===== src/rtl/isp_host_pkg.sv =====
package isp_host_pkg;

    typedef enum logic [3:0] {
        ST_HOLD,
        ST_PULSE,
        ST_SETTLE,
        ST_ENTER,
        ST_ECHO,
        ST_READY,
        ST_CMD,
        ST_ERROR
    } seq_state_t;

    localparam int          WORD_BITS  = 32;
    localparam logic [31:0] ENTER_WORD = 32'hAC53_0000;
    localparam logic [7:0]  ECHO_BYTE  = 8'h53;

    function automatic int max3(input int a, input int b, input int c);
        int m;
        m = (a > b) ? a : b;
        return (m > c) ? m : c;
    endfunction

endpackage


===== src/rtl/isp_timer.sv =====
module isp_timer #(
    parameter int          W       = 8,
    parameter logic [W-1:0] RST_VAL = '0
) (
    input  logic         clk,
    input  logic         rst_n,
    input  logic         load_i,
    input  logic [W-1:0] val_i,
    output logic         zero_o
);
    logic [W-1:0] cnt_q;

    always_ff @(posedge clk or negedge rst_n) begin
        if (!rst_n)
            cnt_q <= RST_VAL;
        else if (load_i)
            cnt_q <= val_i;
        else if (cnt_q != '0)
            cnt_q <= cnt_q - 1'b1;
    end

    assign zero_o = (cnt_q == '0);
endmodule


===== src/rtl/isp_shift.sv =====
module isp_shift #(
    parameter int NBITS    = 32,
    parameter int HALF_CYC = 4
) (
    input  logic             clk,
    input  logic             rst_n,
    input  logic             start_i,
    input  logic [NBITS-1:0] word_i,
    input  logic             miso_i,
    output logic             sck_o,
    output logic             mosi_o,
    output logic             busy_o,
    output logic             done_o,
    output logic [NBITS-1:0] rx_o
);
    localparam int PW = (HALF_CYC > 1) ? $clog2(HALF_CYC) : 1;
    localparam int BW = (NBITS > 1) ? $clog2(NBITS) : 1;
    localparam logic [PW-1:0] PH_LAST  = PW'(HALF_CYC - 1);
    localparam logic [BW-1:0] BIT_LAST = BW'(NBITS - 1);

    logic [NBITS-1:0] tx_q, rx_q;
    logic [PW-1:0]    ph_q;
    logic [BW-1:0]    bit_q;
    logic             busy_q, sck_q, done_q;

    always_ff @(posedge clk or negedge rst_n) begin
        if (!rst_n) begin
            tx_q   <= '0;
            rx_q   <= '0;
            ph_q   <= '0;
            bit_q  <= '0;
            busy_q <= 1'b0;
            sck_q  <= 1'b0;
            done_q <= 1'b0;
        end else begin
            done_q <= 1'b0;
            if (!busy_q) begin
                if (start_i) begin
                    busy_q <= 1'b1;
                    tx_q   <= word_i;
                    ph_q   <= '0;
                    bit_q  <= '0;
                    sck_q  <= 1'b0;
                end
            end else if (ph_q != PH_LAST) begin
                ph_q <= ph_q + 1'b1;
            end else begin
                ph_q <= '0;
                if (!sck_q) begin
                    sck_q <= 1'b1;
                end else begin
                    sck_q <= 1'b0;
                    rx_q  <= {rx_q[NBITS-2:0], miso_i};
                    tx_q  <= {tx_q[NBITS-2:0], 1'b0};
                    bit_q <= bit_q + 1'b1;
                    if (bit_q == BIT_LAST) begin
                        busy_q <= 1'b0;
                        done_q <= 1'b1;
                    end
                end
            end
        end
    end

    assign sck_o  = sck_q;
    assign mosi_o = tx_q[NBITS-1];
    assign busy_o = busy_q;
    assign done_o = done_q;
    assign rx_o   = rx_q;
endmodule


===== src/rtl/isp_host_seq.sv =====
module isp_host_seq
    import isp_host_pkg::*;
#(
    parameter int HOLD_CYC   = 16,
    parameter int PULSE_CYC  = 8,
    parameter int SETTLE_CYC = 4_000_000,
    parameter int HALF_CYC   = 4,
    parameter int MAX_RETRY  = 3
) (
    input  logic        clk,
    input  logic        rst_n,
    output logic        tgt_reset_o,
    output logic        sck_o,
    output logic        mosi_o,
    input  logic        miso_i,
    input  logic        cmd_valid_i,
    output logic        cmd_ready_o,
    input  logic [31:0] cmd_word_i,
    output logic        rsp_done_o,
    output logic [7:0]  rsp_byte_o,
    output logic        sync_ok_o,
    output logic        sync_fail_o
);
    localparam int MAXC = max3(HOLD_CYC, PULSE_CYC, SETTLE_CYC);
    localparam int TW   = $clog2(MAXC + 1);
    localparam int RW   = (MAX_RETRY > 0) ? $clog2(MAX_RETRY + 1) : 1;
    localparam logic [TW-1:0] HOLD_LD   = TW'(HOLD_CYC - 1);
    localparam logic [TW-1:0] PULSE_LD  = TW'(PULSE_CYC - 1);
    localparam logic [TW-1:0] SETTLE_LD = TW'(SETTLE_CYC - 1);
    localparam logic [RW-1:0] TRY_LAST  = RW'(MAX_RETRY);

    seq_state_t state_q, state_d;
    logic [RW-1:0]        tries_q;
    logic                 tmr_zero, tmr_load;
    logic [TW-1:0]        tmr_val;
    logic                 sh_start, sh_busy, sh_done;
    logic [WORD_BITS-1:0] sh_word, sh_rx;
    logic                 echo_good;
    logic                 done_q;
    logic [7:0]           byte_q;

    isp_timer #(.W(TW), .RST_VAL(HOLD_LD)) u_timer (
        .clk    (clk),
        .rst_n  (rst_n),
        .load_i (tmr_load),
        .val_i  (tmr_val),
        .zero_o (tmr_zero)
    );

    isp_shift #(.NBITS(WORD_BITS), .HALF_CYC(HALF_CYC)) u_shift (
        .clk     (clk),
        .rst_n   (rst_n),
        .start_i (sh_start),
        .word_i  (sh_word),
        .miso_i  (miso_i),
        .sck_o   (sck_o),
        .mosi_o  (mosi_o),
        .busy_o  (sh_busy),
        .done_o  (sh_done),
        .rx_o    (sh_rx)
    );

    assign echo_good = (sh_rx[15:8] == ECHO_BYTE);

    // state register
    always_ff @(posedge clk or negedge rst_n) begin
        if (!rst_n)
            state_q <= ST_HOLD;
        else
            state_q <= state_d;
    end

    // next state
    always_comb begin
        state_d = state_q;
        unique case (state_q)
            ST_HOLD:   if (tmr_zero) state_d = ST_PULSE;
            ST_PULSE:  if (tmr_zero) state_d = ST_SETTLE;
            ST_SETTLE: if (tmr_zero) state_d = ST_ENTER;
            ST_ENTER:  state_d = ST_ECHO;
            ST_ECHO: begin
                if (sh_done) begin
                    if (echo_good)
                        state_d = ST_READY;
                    else if (tries_q == TRY_LAST)
                        state_d = ST_ERROR;
                    else
                        state_d = ST_PULSE;
                end
            end
            ST_READY:  if (cmd_valid_i) state_d = ST_CMD;
            ST_CMD:    if (sh_done) state_d = ST_READY;
            ST_ERROR:  state_d = ST_ERROR;
            default:   state_d = ST_ERROR;
        endcase
    end

    // retry count and response capture
    always_ff @(posedge clk or negedge rst_n) begin
        if (!rst_n) begin
            tries_q <= '0;
            done_q  <= 1'b0;
            byte_q  <= '0;
        end else begin
            done_q <= 1'b0;
            if (state_q == ST_ECHO && sh_done && !echo_good && tries_q != TRY_LAST)
                tries_q <= tries_q + 1'b1;
            if (state_q == ST_CMD && sh_done) begin
                done_q <= 1'b1;
                byte_q <= sh_rx[7:0];
            end
        end
    end

    // outputs
    always_comb begin
        tgt_reset_o = 1'b0;
        cmd_ready_o = 1'b0;
        sync_ok_o   = 1'b0;
        sync_fail_o = 1'b0;
        sh_start    = 1'b0;
        sh_word     = ENTER_WORD;
        tmr_load    = (state_d != state_q);
        tmr_val     = '0;
        unique case (state_d)
            ST_PULSE:  tmr_val = PULSE_LD;
            ST_SETTLE: tmr_val = SETTLE_LD;
            default:   tmr_val = '0;
        endcase
        unique case (state_q)
            ST_PULSE:  tgt_reset_o = 1'b1;
            ST_ENTER:  sh_start = !sh_busy;
            ST_READY: begin
                cmd_ready_o = 1'b1;
                sync_ok_o   = 1'b1;
                sh_start    = cmd_valid_i;
                sh_word     = cmd_word_i;
            end
            ST_CMD:    sync_ok_o = 1'b1;
            ST_ERROR:  sync_fail_o = 1'b1;
            default:   ;
        endcase
    end

    assign rsp_done_o = done_q;
    assign rsp_byte_o = byte_q;
endmodule


===== config.mk =====
export PLATFORM = sky130hd
export DESIGN_NAME = isp_host_seq
export DESIGN_NICKNAME = d
export VERILOG_FILES = /design/src/rtl/isp_host_pkg.sv /design/src/rtl/isp_timer.sv /design/src/rtl/isp_shift.sv /design/src/rtl/isp_host_seq.sv
export SDC_FILE = /design/constraint.sdc
export NUM_CORES = 1
export LEC_CHECK = 0
export BUFFER_PORTS_ARGS = -buffer_cell sky130_fd_sc_hd__clkbuf_2
export CORE_UTILIZATION = 50
export DETAILED_ROUTE_END_ITERATION = 8
export PLACE_DENSITY = 0.82
export SLEW_MARGIN = 20
export SYNTH_ARGS = -nofsm -noshare
export SYNTH_HDL_FRONTEND = slang
export SYNTH_HIERARCHICAL = 1
export SYNTH_SLANG_ARGS = --single-unit

===== constraint.sdc =====
create_clock -name clk -period 3.8 [get_ports clk]
set_clock_uncertainty 0.2 [all_clocks]
set_input_delay 0.38 -clock clk [delete_from_list [all_inputs] [get_ports clk]]
set_output_delay 0.38 -clock clk [all_outputs]
set_load 0.02 [all_outputs]

After elaboration in Yosys (flattened, before gate mapping)
Cells that the tools add are included.
- eq/ne operators: 17
- reductions and logical operators: 15
- add/subtract/negate cells: 4
- mux-type cells: 43
- shift operators: 0
- bitwise operators: 1
- multiply operators: 0
- magnitude comparators: 0
- divide/modulo/power cells: 0
- operators by type and width (operator ; number):
    32-bit two-way mux ; 5
    22-bit two-way mux ; 2
    22-bit one-hot mux with 2 select lines ; 1
    4-bit one-hot mux with 7 select lines ; 1
    4-bit two-way mux ; 6
    22-bit logical NOT ; 1
    22-bit nonzero test ; 1
    22-bit by 1-bit subtractor with 22-bit output (second input constant) ; 1
    5-bit two-way mux ; 4
    1-bit two-way mux ; 18
    4-bit by 3-bit equality test with 1-bit output (second input constant) ; 4
    4-bit by 2-bit equality test with 1-bit output (second input constant) ; 3
    4-bit by 1-bit equality test with 1-bit output (second input constant) ; 2
    8-bit by 7-bit equality test with 1-bit output (second input constant) ; 1
    2-bit inequality test (second input constant) ; 4
    2-bit two-way mux ; 3
    3-bit two-way mux ; 2
    3-bit AND reduction ; 2
    5-bit by 1-bit adder with 5-bit output (second input constant) ; 1
    5-bit equality test (second input constant) ; 1
    2-bit by 1-bit adder with 2-bit output (second input constant) ; 2
    1-bit logical AND ; 4
    4-bit logical NOT ; 1
    4-bit inequality test ; 1
    other kinds (7) ; 9
- bits in latches: 0
- output and inout port bits: 15
- RAM bits: 0
- bits in read-only memories: 0
- bits of input ports: 36
- memories kept: 0
- flip-flop bits (word level): 95
- logic and storage cells: 92

Depth between registers and ports, before layout
Gate-level depths: netlist of run 1.
- depth after elaboration: 8
- depth in mapped cells: 15
- depth with buffers taken out: 12

Modules after synthesis
The synthesis of run 1 kept the hierarchy.
- modules (own cells, without submodules) (module ; cells an instance ; area an instance (um^2) ; times used ; seq. area each (um^2)):
    isp_shift ; 318 ; 3165.5 ; 1 ; 1851.8
    isp_timer ; 150 ; 1367.6 ; 1 ; 555.5
    isp_host_seq ; 109 ; 1069.8 ; 1 ; 375.4

Worst setup path before layout of run 1
Ideal clock, no wire load.
- kind: flip-flop to flip-flop
- start point: register u_timer.cnt_q[0]
- end point: register u_timer.cnt_q[19]
- path slack: 69 ps
- clock period less this slack: 3731 ps
- setup time: 87 ps
- path buffers: 2
- data required time: 3513 ps
- arrival time: 3444 ps
- cell stages (with the launch flop): 15
- path through: dfstp_2 -> inv_1 -> ha_1 -> or4b_4 -> buf_6 -> or4_4 -> buf_6 -> nor2_1 -> nor4bb_1 -> a311oi_2 -> a211o_1 -> nor2_1 -> nand2_1 -> a21boi_0 -> a22oi_1
- word-level cells in the longest chain between the ends: 6
- elaborated cells between the ends (all ways): 14
- classes of those cells: 1 x add/sub; 3 x eq/ne; 7 x mux; 3 x reduce/logical
- RTL lines (element ; line ; source):
    from (decl) ; isp_timer.sv:11 ; logic [W-1:0] cnt_q;
    from (signal assigned) ; isp_timer.sv:17 ; cnt_q <= val_i;
    from (signal assigned) ; isp_timer.sv:19 ; cnt_q <= cnt_q - 1'b1;
    22-bit logical NOT (*) ; isp_timer.sv:22 ; assign zero_o = (cnt_q == '0);
    net tmr_zero ; isp_host_seq.sv:34 ; logic tmr_zero, tmr_load;
    4-bit two-way mux, on equally long branches ; isp_host_seq.sv:79, isp_host_seq.sv:77, isp_host_seq.sv:78 ;
    4-bit one-hot mux with 7 select lines (*) ; isp_host_seq.sv:76 ; unique case (state_q)
    4-bit by 2-bit equality test with 1-bit output / 4-bit by 1-bit equality test with 1-bit output (equally long branches) ; isp_host_seq.sv:125 ; unique case (state_d)
    22-bit one-hot mux with 2 select lines ; isp_host_seq.sv:125 ;
    22-bit two-way mux ; isp_timer.sv:16 ; else if (load_i)
The timed path passes the listed nets; every way through them passes the cells marked *. The select of a mux whose other input is x is not followed.
A chain may end at the register's enable or synchronous reset.

Worst setup path in the final report of run 1
Ends and elaborated chain as after synthesis.

==> results of run 1 <==
==> registers in the layout (all words and copies together) (netlist names), 2 cells and up <==
register and cells:
u_shift/rx_o 16, u_shift/bit_q 5, u_shift/tx_q 32, u_timer/cnt_q 22
rsp_byte_o 8, tries_q 2, state_q 4, u_shift/ph_q 2
==> power by group through the flow <==
stage	sequential [mW]	clock, mW	combinational, mW
global route	1.28	0.787	0.498
global placement	1.27	0	0.411
CTS	1.26	0.751	0.437
finish	1.26	0.734	0.437
detailed placement	1.28	0	0.430
floorplan	1.25	0	0.338
==> cells in the final DEF, fill, tap and decap left out, drive strengths merged, types with 5 or more instances in the layout <==
master / n
a21oi: 5
nor2: 17
or4: 9
or3: 12
buf: 11
clkbuf: 59
nand3: 37
ha: 5
inv: 7
nor3: 12
o31ai: 10
nand2: 74
dfrtp: 91
xnor2: 11
and2: 25
conb: 9
nor4: 7
nand2b: 7
o21ai: 45
mux2: 9
mux2i: 34
==> path summary, 6_finish.rpt <==
kind	startpoint	to	slack, ps	depth (start not counted)
max	u_timer/cnt_q[0]	u_timer/cnt_q[19]	150	12
max reg2reg	u_timer/cnt_q[0]	u_timer/cnt_q[19]	150	12
min	miso_i	u_shift/rx_o[0]	10	3
max in group asynchronous	rst_n	u_shift/rx_o[14]	2020	3
min reg2reg	u_shift/rx_o[10]	u_shift/rx_o[11]	290	2
min in group asynchronous	rst_n	u_shift/tx_q[21]	500	2
==> tightest hold or removal path, stage by stage <==
cell and delay, ps:
clkbuf_2 70, nand2_1 40, nand2_1 50
==> final cells by class <==
type                       count  area (um^2)
clock buffer                  10        127.6
clock inverter                 6        93.84
fill                         838         4213
inverter                       6        22.52
multi-input combinational    380         2430
sequential                    95         2384
tap                          133        166.4
timing repair buffer          61        337.8
==> per-stage QoR <==
stage | hold WS [ps] | setup slack (ps)
2_1_floorplan | -115.6 | 68.77
4_1_cts | 0.3960 | 97.20
3_3_place_gp | 253.7 | 287.1
3_5_place_dp | 263.8 | 119.7
6_report | 13.93 | 150.7
5_1_grt | 22.43 | 0.3495
==> metal layers <==
layer	up-vias	routed length, um
met2	84	5426
met4	0	180
met1	1923	4376
li1	1883	-
met3	19	321
met5	-	0
==> repair_timing <==
item                                    CTS  global route
endpoints found under the hold margin    10             0
endpoints found under the setup margin    0            15
hold buffers                              1             0
gates resized for setup                   0             2
==> reports/metrics.yaml, run 1 <==
status: "finished, final reports clean"
relSlewSlack: 0.3620
grt_max_degree: 76
netlist_area_mm2: 0.005022
grt_antenna_before_repair: 0
insertion_delay_ps: 360
cts_setup_buffers: 0
peakVddDrop_mv: 0.2895
clk_path_buf_depth: 2
slew_violations: 0
worstHoldPathType: "input pin to flop"
vias_per_cell: 5.657
first_pass_iters: 4
fin_nets: 594
grt_pass1_vias: 3888
cp_slowest_stage_delay_ps: 570
critPathKind: "flop to flop"
finalCriticalPeriod_ps: 3649
p_per_area_mw_per_mm2: 437.8
rsz0062_at_grt: "false"
areaGrowthSynthToFinish_pct: 10.74
clk_pin_slew_ps: 90
pwr-share-clk: 0.301
final_hold_viol_count: 0
fin_setup_tns_ps: 0
cpMaxStageDelayCell: "or4_4"
stdcell_count: 691
diodes: 0
tightest_slew_ps: 957.0
synth.avg_cell_area_um2: 9.790
critPathTopFamily: "simple AND/OR/NAND/NOR gates"
yosys_warnings: 6
drt-initial-drc-count: 233
rows: 36
cp-start-kind: "flop"
p_sw_mw: 0.7238
die_h_um: 102.2
routed_wl_um: 10300
initial_utilization: 0.5138
synthCells: 513
drive_above_1_share: 0.1828
setup_viol: 0
arrival_ps: 3730
wl_per_cell_um: 14.91
grt-busiest-layer: "met2"
clock-sinks: 95
grt_overflow_total: 0
dp.cells: 674
dieArea_mm2: 0.01045
max_freq_mhz: 274.0
gr-usage-met3: 0.03420
cp.buffers_inverters: 1
clockRootBuffer: "clkbuf_8"
leakage_nw: 2.488
gp_congestion: 0.8571
ant_nets: 0
internal_power_mw: 1.711
cp_max_fo: 9
gr-usage-met1: 0.2724
grtUsageMet2: 0.3779
die_x_um: 102.2
critical_path.endpoint_type: "flop"
grt_pass1_wl_um: 17840
totalPowerFinal_mw: 2.435
htreeDepth: 3
required_ps: 3880
drc: 0
io_pins: 51
port_buffers: 50
crit_chain: "inv_1 -> ha_1 -> or4b_4 -> or4_4 -> nor2_2 -> nor4bb_1 -> a311oi_2 -> a211o_1 -> nor2_1 -> nand2_1 -> a21boi_0 -> a22oi_1"
cts_inserted_buffers: 9
dp_hpwl_um: 6852
p_seq_frac: 0.519
fin_crit_sh: 0.9603
coreArea_mm2: 0.009774
num_vias: 3909
grt_usage: 0.2181
swShare: 0.2972
cts_tree: "built"
dpl_cell_area_mm2: 0.005325
maxCapViolCount: 0
fin_util: 0.5690
pwr-share-comb: 0.180
fin_area_mm2: 0.005562
Power figures use the tool's default switching activity.
==> run 2: changes to the inputs <==
REMOVE_ABC_BUFFERS = 1   (was unset)
==> reports/metrics.yaml, run 2 (same netlist as run 1, synthesis figures left out) <==
status: "finished, final reports clean"
tightest_slew_ps: 897.8  # -59.16 ps
leakage_nw: 2.484  # -0.14%
maxCapViolCount: 0  # unchanged
dieArea_mm2: 0.01045  # unchanged
peakVddDrop_mv: 0.2687  # -7.2%
vias_per_cell: 5.545  # -2.0%
critical_path.endpoint_type: "flop"
routed_wl_um: 10200  # -1.0%
layout_common_cells: "dfrtp_1 (90), nand2_1 (74), clkbuf_2 (49)"
num_vias: 3837  # -1.8%
fin_util: 0.5681  # -0.0008960
grt_pass1_vias: 3806  # -2.1%
rows: 36  # unchanged
initial_utilization: 0.5138  # unchanged
drt-initial-drc-count: 211  # -9.4%
fin_crit_sh: 0.9467  # -0.01363
required_ps: 3880  # about the same
die_x_um: 102.2  # unchanged
fin_setup_tns_ps: 0  # unchanged
fin_hold_ws_ps: 136.7  # +122.8 ps
multi_input_area_mm2: 0.002432  # +0.10%
coreArea_mm2: 0.009774  # unchanged
relSlewSlack: 0.3960  # +0.03392
stdcell_count: 692  # +0.14%
grt_antenna_before_repair: 0  # unchanged
rsz0062_at_grt: "false"
clk_path_buf_depth: 2  # unchanged
areaGrowthSynthToFinish_pct: 10.56
grt_overflow_total: 0  # unchanged
critPathKind: "flop to flop"
diodes: 0  # unchanged
layout_commonest_cell: "dfrtp_1"
cts_tree: "built"
cts_inserted_buffers: 9  # unchanged
max_freq_mhz: 278.0  # +1.4%
dp.cells: 674  # unchanged
port_buffers: 50  # unchanged
wl_per_cell_um: 14.74  # -1.2%
insertion_delay_ps: 370  # about the same
clockRootBuffer: "clkbuf_8"
grt_usage: 0.2148  # -0.003252
clk_pin_slew_ps: 100  # about the same
drive_above_1_share: 0.1860  # +0.003251
cts_setup_buffers: 0  # unchanged
top_register: "u_shift/tx_q"
gp_congestion: 0.8661  # +1.1%
grt_pass1_wl_um: 17530  # -1.7%
cp-start-kind: "flop"
first_pass_iters: 5  # +1
largest_reg_flops: 32  # unchanged
grt_max_degree: 41  # -46%
finalCriticalPeriod_ps: 3597  # -51.81 ps
final_hold_viol_count: 0  # unchanged
slew_violations: 0  # unchanged
arrival_ps: 3680  # -50 ps
die_h_um: 102.2  # unchanged
p_per_area_mw_per_mm2: 425.9  # -2.7%
cp_max_fo: 9  # unchanged
ant_nets: 0  # unchanged
clock-sinks: 95  # unchanged
seq_area_mm2: 0.002384  # unchanged
drc: 0  # unchanged
htreeDepth: 3  # unchanged
totalPowerFinal_mw: 2.365  # -2.9%
io_pins: 51  # unchanged
dp_hpwl_um: 6849  # about the same
fillers: 845  # +0.84%
fin_nets: 595  # +0.17%
setup_viol: 0  # unchanged
worstHoldPathType: "input pin to flop"
==> run 2: changes by cell type in the layout (fill, tap and decap cells not counted), sizes merged <==
cell / change
inv: +3
bufinv: -2
clkinv: -1
dlygate4sd3: +1
==> run 2: stage by stage <==
stage | setup WS, ps | instance area (um^2)
CTS | 145.3 | 5542
detailed placement | 193.4 | 5325
global route | 38.80 | 5553
finish | 202.5 | 5553
global placement | 340.6 | 5325
floorplan | 192.0 | 4830
==> run 2: path summary, 6_finish.rpt <==
kind | startpoint | to | slack [ps] | cells after the start
min in group asynchronous | rst_n | u_shift/tx_q[24] | 300 | 2
worst max-delay path | u_timer/cnt_q[0] | u_timer/cnt_q[19] | 200 | 12
worst max register to register | u_timer/cnt_q[0] | u_timer/cnt_q[19] | 200 | 12
worst min register to register | tries_q[0] | tries_q[0] | 280 | 1
max in group asynchronous | rst_n | tries_q[1] | 2310 | 3
worst min-delay path | cmd_word_i[0] | u_shift/tx_q[0] | 140 | 3
==> run 2: report_power, final <==
part | total, mW | switching (mW) | internal [mW]
clock network | 0.669 | 0.396 | 0.273
registers | 1.26 | 0.115 | 1.14
logic | 0.439 | 0.242 | 0.197
==> run 2: repair_timing <==
item                                    4_1_cts  5_1_grt
endpoints found under the setup margin        0        5
hold endpoints to repair                     34        0
gates resized for setup                       0        4
hold buffers                                  2        0
==> run 2: area by class of cell <==
| class | instances | share of cell area |
|---|---|---|
| timing repair buffer | 62 | 0.06332 |
| clock buffer | 10 | 0.02479 |
| clock inverter | 6 | 0.01059 |
| multi-input combinational | 380 | 0.4380 |
| sequential | 95 | 0.4292 |
| inverter | 6 | 0.004056 |
| tap | 133 | 0.02997 |
==> run 2: worst max-delay path, stage by stage (launching register included) <==
cell and delay, ps:
dfstp_2 400, inv_1 80, ha_1 190, or4b_4 540, or4_4 580, nor2_2 190, nor4bb_1 370, a311oi_2 110
a211o_1 320, nor2_2 130, nand2_1 80, a21boi_0 120, a22oi_1 190
==> run 2: metal layers <==
layer | up-vias | global-route usage | wire (um)
li1 | 1886 | - | -
met1 | 1868 | 0.2722 | 4646
met2 | 74 | 0.3717 | 5168
met3 | 9 | 0.03557 | 273
met4 | 0 | 0.07692 | 108
met5 | - | 0 | 0
==> run 3: changes to the inputs <==
ABC_AREA = 1   (was unset)
PLACE_DENSITY = 0.81   (was 0.82)
==> reports/metrics.yaml, run 3 <==
clock-sinks: 95  # unchanged
drt-initial-drc-count: 187  # -11%
cts_resized: 0  # unchanged
grt_overflow_total: 0  # unchanged
io_pins: 51  # unchanged
cts_setup_buffers: 0  # unchanged
hold_depth: 5  # +2
routed_wl_um: 10210  # +0.16%
die_x_um: 104.9  # +2.7%
multi_input_area_mm2: 0.002375  # -2.4%
diodes: 0  # unchanged
synth.avg_cell_area_um2: 7.198  # -26%
gp_congestion: 0.9245  # +6.7%
arrival_ps: 3540  # -140 ps
grt_antenna_before_repair: 0  # unchanged
relSlewSlack: 0.4405  # +0.04459
critical_path.endpoint_type: "flop"
initial_utilization: 0.5155  # +0.001636
seq_area_mm2: 0.002382  # about the same
htreeDepth: 3  # unchanged
drc: 0  # unchanged
clockRootBuffer: "clkbuf_8"
top_register: "u_shift/tx_q"
fin_crit_sh: 0.9001  # -0.04662
fin_util: 0.5668  # -0.001263
vias_per_cell: 4.798  # -13%
dp_hpwl_um: 7232  # +5.6%
cp_max_fo: 12  # +3
reg2reg_to: "u_timer/cnt_q[13]"
drive_above_1_share: 0.1403  # -0.04572
insertion_delay_ps: 380  # about the same
dieArea_mm2: 0.01101  # +5.4%
holdPathEnd: "u_shift/tx_q[0]"
wl_per_cell_um: 11.02  # -25%
layout_commonest_cell: "nand2_1"
grt_pass1_wl_um: 18330  # +4.6%
worstHoldPathType: "input pin to flop"
clk_pin_slew_ps: 100  # about the same
fin_nets: 827  # +39%
cp-start-kind: "flop"
finalCriticalPeriod_ps: 3420  # -177.1 ps
p_per_area_mw_per_mm2: 415.0  # -2.6%
p_seq_frac: 0.479  # -0.052
r2r_slack_ps: 380  # +180 ps
largest_reg_flops: 32  # unchanged
maxCapViolCount: 0  # unchanged
rows: 37  # +2.8%
rsz0062_at_grt: "true"
coreArea_mm2: 0.01028  # +5.1%
final_hold_viol_count: 0  # unchanged
netlist_area_mm2: 0.005298  # +5.5%
clk_path_buf_depth: 2  # unchanged
port_buffers: 50  # unchanged
peakVddDrop_mv: 0.2118  # -21%
rr_worst_depth: 16  # +4
cts_tree: "built"
ant_nets: 0  # unchanged
setup_viol: 0  # unchanged
critPathKind: "flop to flop"
grt_pass1_vias: 4308  # +13%
slew_violations: 0  # unchanged
areaGrowthSynthToFinish_pct: 9.967
synthCells: 736  # +43%
status: "finished, final reports clean"
pwr-share-clk: 0.264  # -0.019
first_pass_iters: 4  # -1
grt_max_degree: 69  # +68%
layout_common_cells: "nand2_1 (260), inv_1 (98), dfrtp_1 (91)"
swShare: 0.3590  # +0.04080
max_freq_mhz: 292.4  # +5.2%
leakage_nw: 3.049  # +23%
p_sw_mw: 0.8680  # +15%
tightest_slew_ps: 839.2  # -58.60 ps
fin_setup_tns_ps: 0  # unchanged
die_h_um: 104.9  # +2.7%
timing.rr.start: "u_timer/cnt_q[0]"
cts_inserted_buffers: 9  # unchanged
pwr-share-comb: 0.257  # +0.071
grt_usage: 0.2062  # -0.008674
yosys_warnings: 6  # unchanged
fillers: 998  # +18%
hold_path.startpoint: "cmd_word_i[0]"
internal_power_mw: 1.550  # -3.9%
num_vias: 4448  # +16%
required_ps: 3920  # +40 ps
==> run 3: cell count changes in the layout (fill, tap and decap cells not counted), moves of 9 or more <==
cell / previous run / this run
and2_1: 25 / 0
o21ai_1: 41 / 22
nand3_1: 36 / 23
or3_1: 12 / 0
inv_1: 6 / 98
o31ai_1: 10 / 1
nor3_1: 11 / 1
nand2_1: 74 / 260
nor2_1: 13 / 78
mux2i_1: 34 / 0
o21ai_0: 3 / 51
==> run 3: stage by stage <==
step                      hold WS [ps]  std cells  setup WS (ps)  cell area, um^2  power (mW)
after floorplan                 -115.6        718          684.3             5157       1.630
after global placement           264.6        909          664.9             5618       1.787
after detailed placement         272.3        909          472.9             5618       1.793
after CTS                        114.4        927          428.6             5826       2.440
after global routing             140.8        927         -29.25             5826       2.579
final                            134.7        927          379.7             5826       2.418
==> run 3: worst max path at each step <==
stage	to	start
CTS	u_timer/cnt_q[0]	u_timer/cnt_q[0]
detailed placement	u_timer/cnt_q[12]	u_timer/cnt_q[0]
floorplan	u_timer/cnt_q[11]	u_timer/cnt_q[0]
finish	u_timer/cnt_q[13]	u_timer/cnt_q[0]
global route	u_timer/cnt_q[19]	u_timer/cnt_q[0]
global placement	u_timer/cnt_q[13]	u_timer/cnt_q[0]
==> run 3: area by class of cell <==
cell class | count | area share
clock buffer | 9 | 0.02126
inverter | 106 | 0.06873
timing repair buffer | 57 | 0.05326
clock inverter | 7 | 0.01095
multi-input combinational | 517 | 0.4076
tap | 136 | 0.02921
sequential | 95 | 0.4089
==> run 3: power by group through the flow <==
stage	logic, mW	registers [mW]	clock network, mW
after floorplan	0.471	1.16	0
after global placement	0.612	1.17	0
after detailed placement	0.616	1.18	0
after CTS	0.624	1.16	0.659
after global routing	0.710	1.17	0.699
final	0.621	1.16	0.638
==> run 3: critical path: stages (launching register included) <==
cell,delay [ps]
dfstp_2,380
inv_1,70
ha_1,300
nand2_4,130
nor2_4,150
nand2_1,90
nor4_1,480
inv_1,160
nand2_1,110
nand3_1,90
nand4_1,110
nand2_1,60
nand2_1,60
nand3_1,230
nor2_2,540
nand2_1,120
nand2_1,80
==> run 3: repair_timing <==
item | 4_1_cts | 5_1_grt
hold buffers | 2 | 0
setup endpoints to repair | 0 | 3
endpoints found under the hold margin | 63 | 0
==> run 3: layer usage <==
metal | part of all wire | GRT usage | up-vias
met1 | 0.46 | 0.2472 | 2045
li1 | - | - | 2342
met4 | 0.021 | 0.08350 | 0
met5 | 0 | 0 | -
met2 | 0.49 | 0.3690 | 46
met3 | 0.022 | 0.03182 | 15
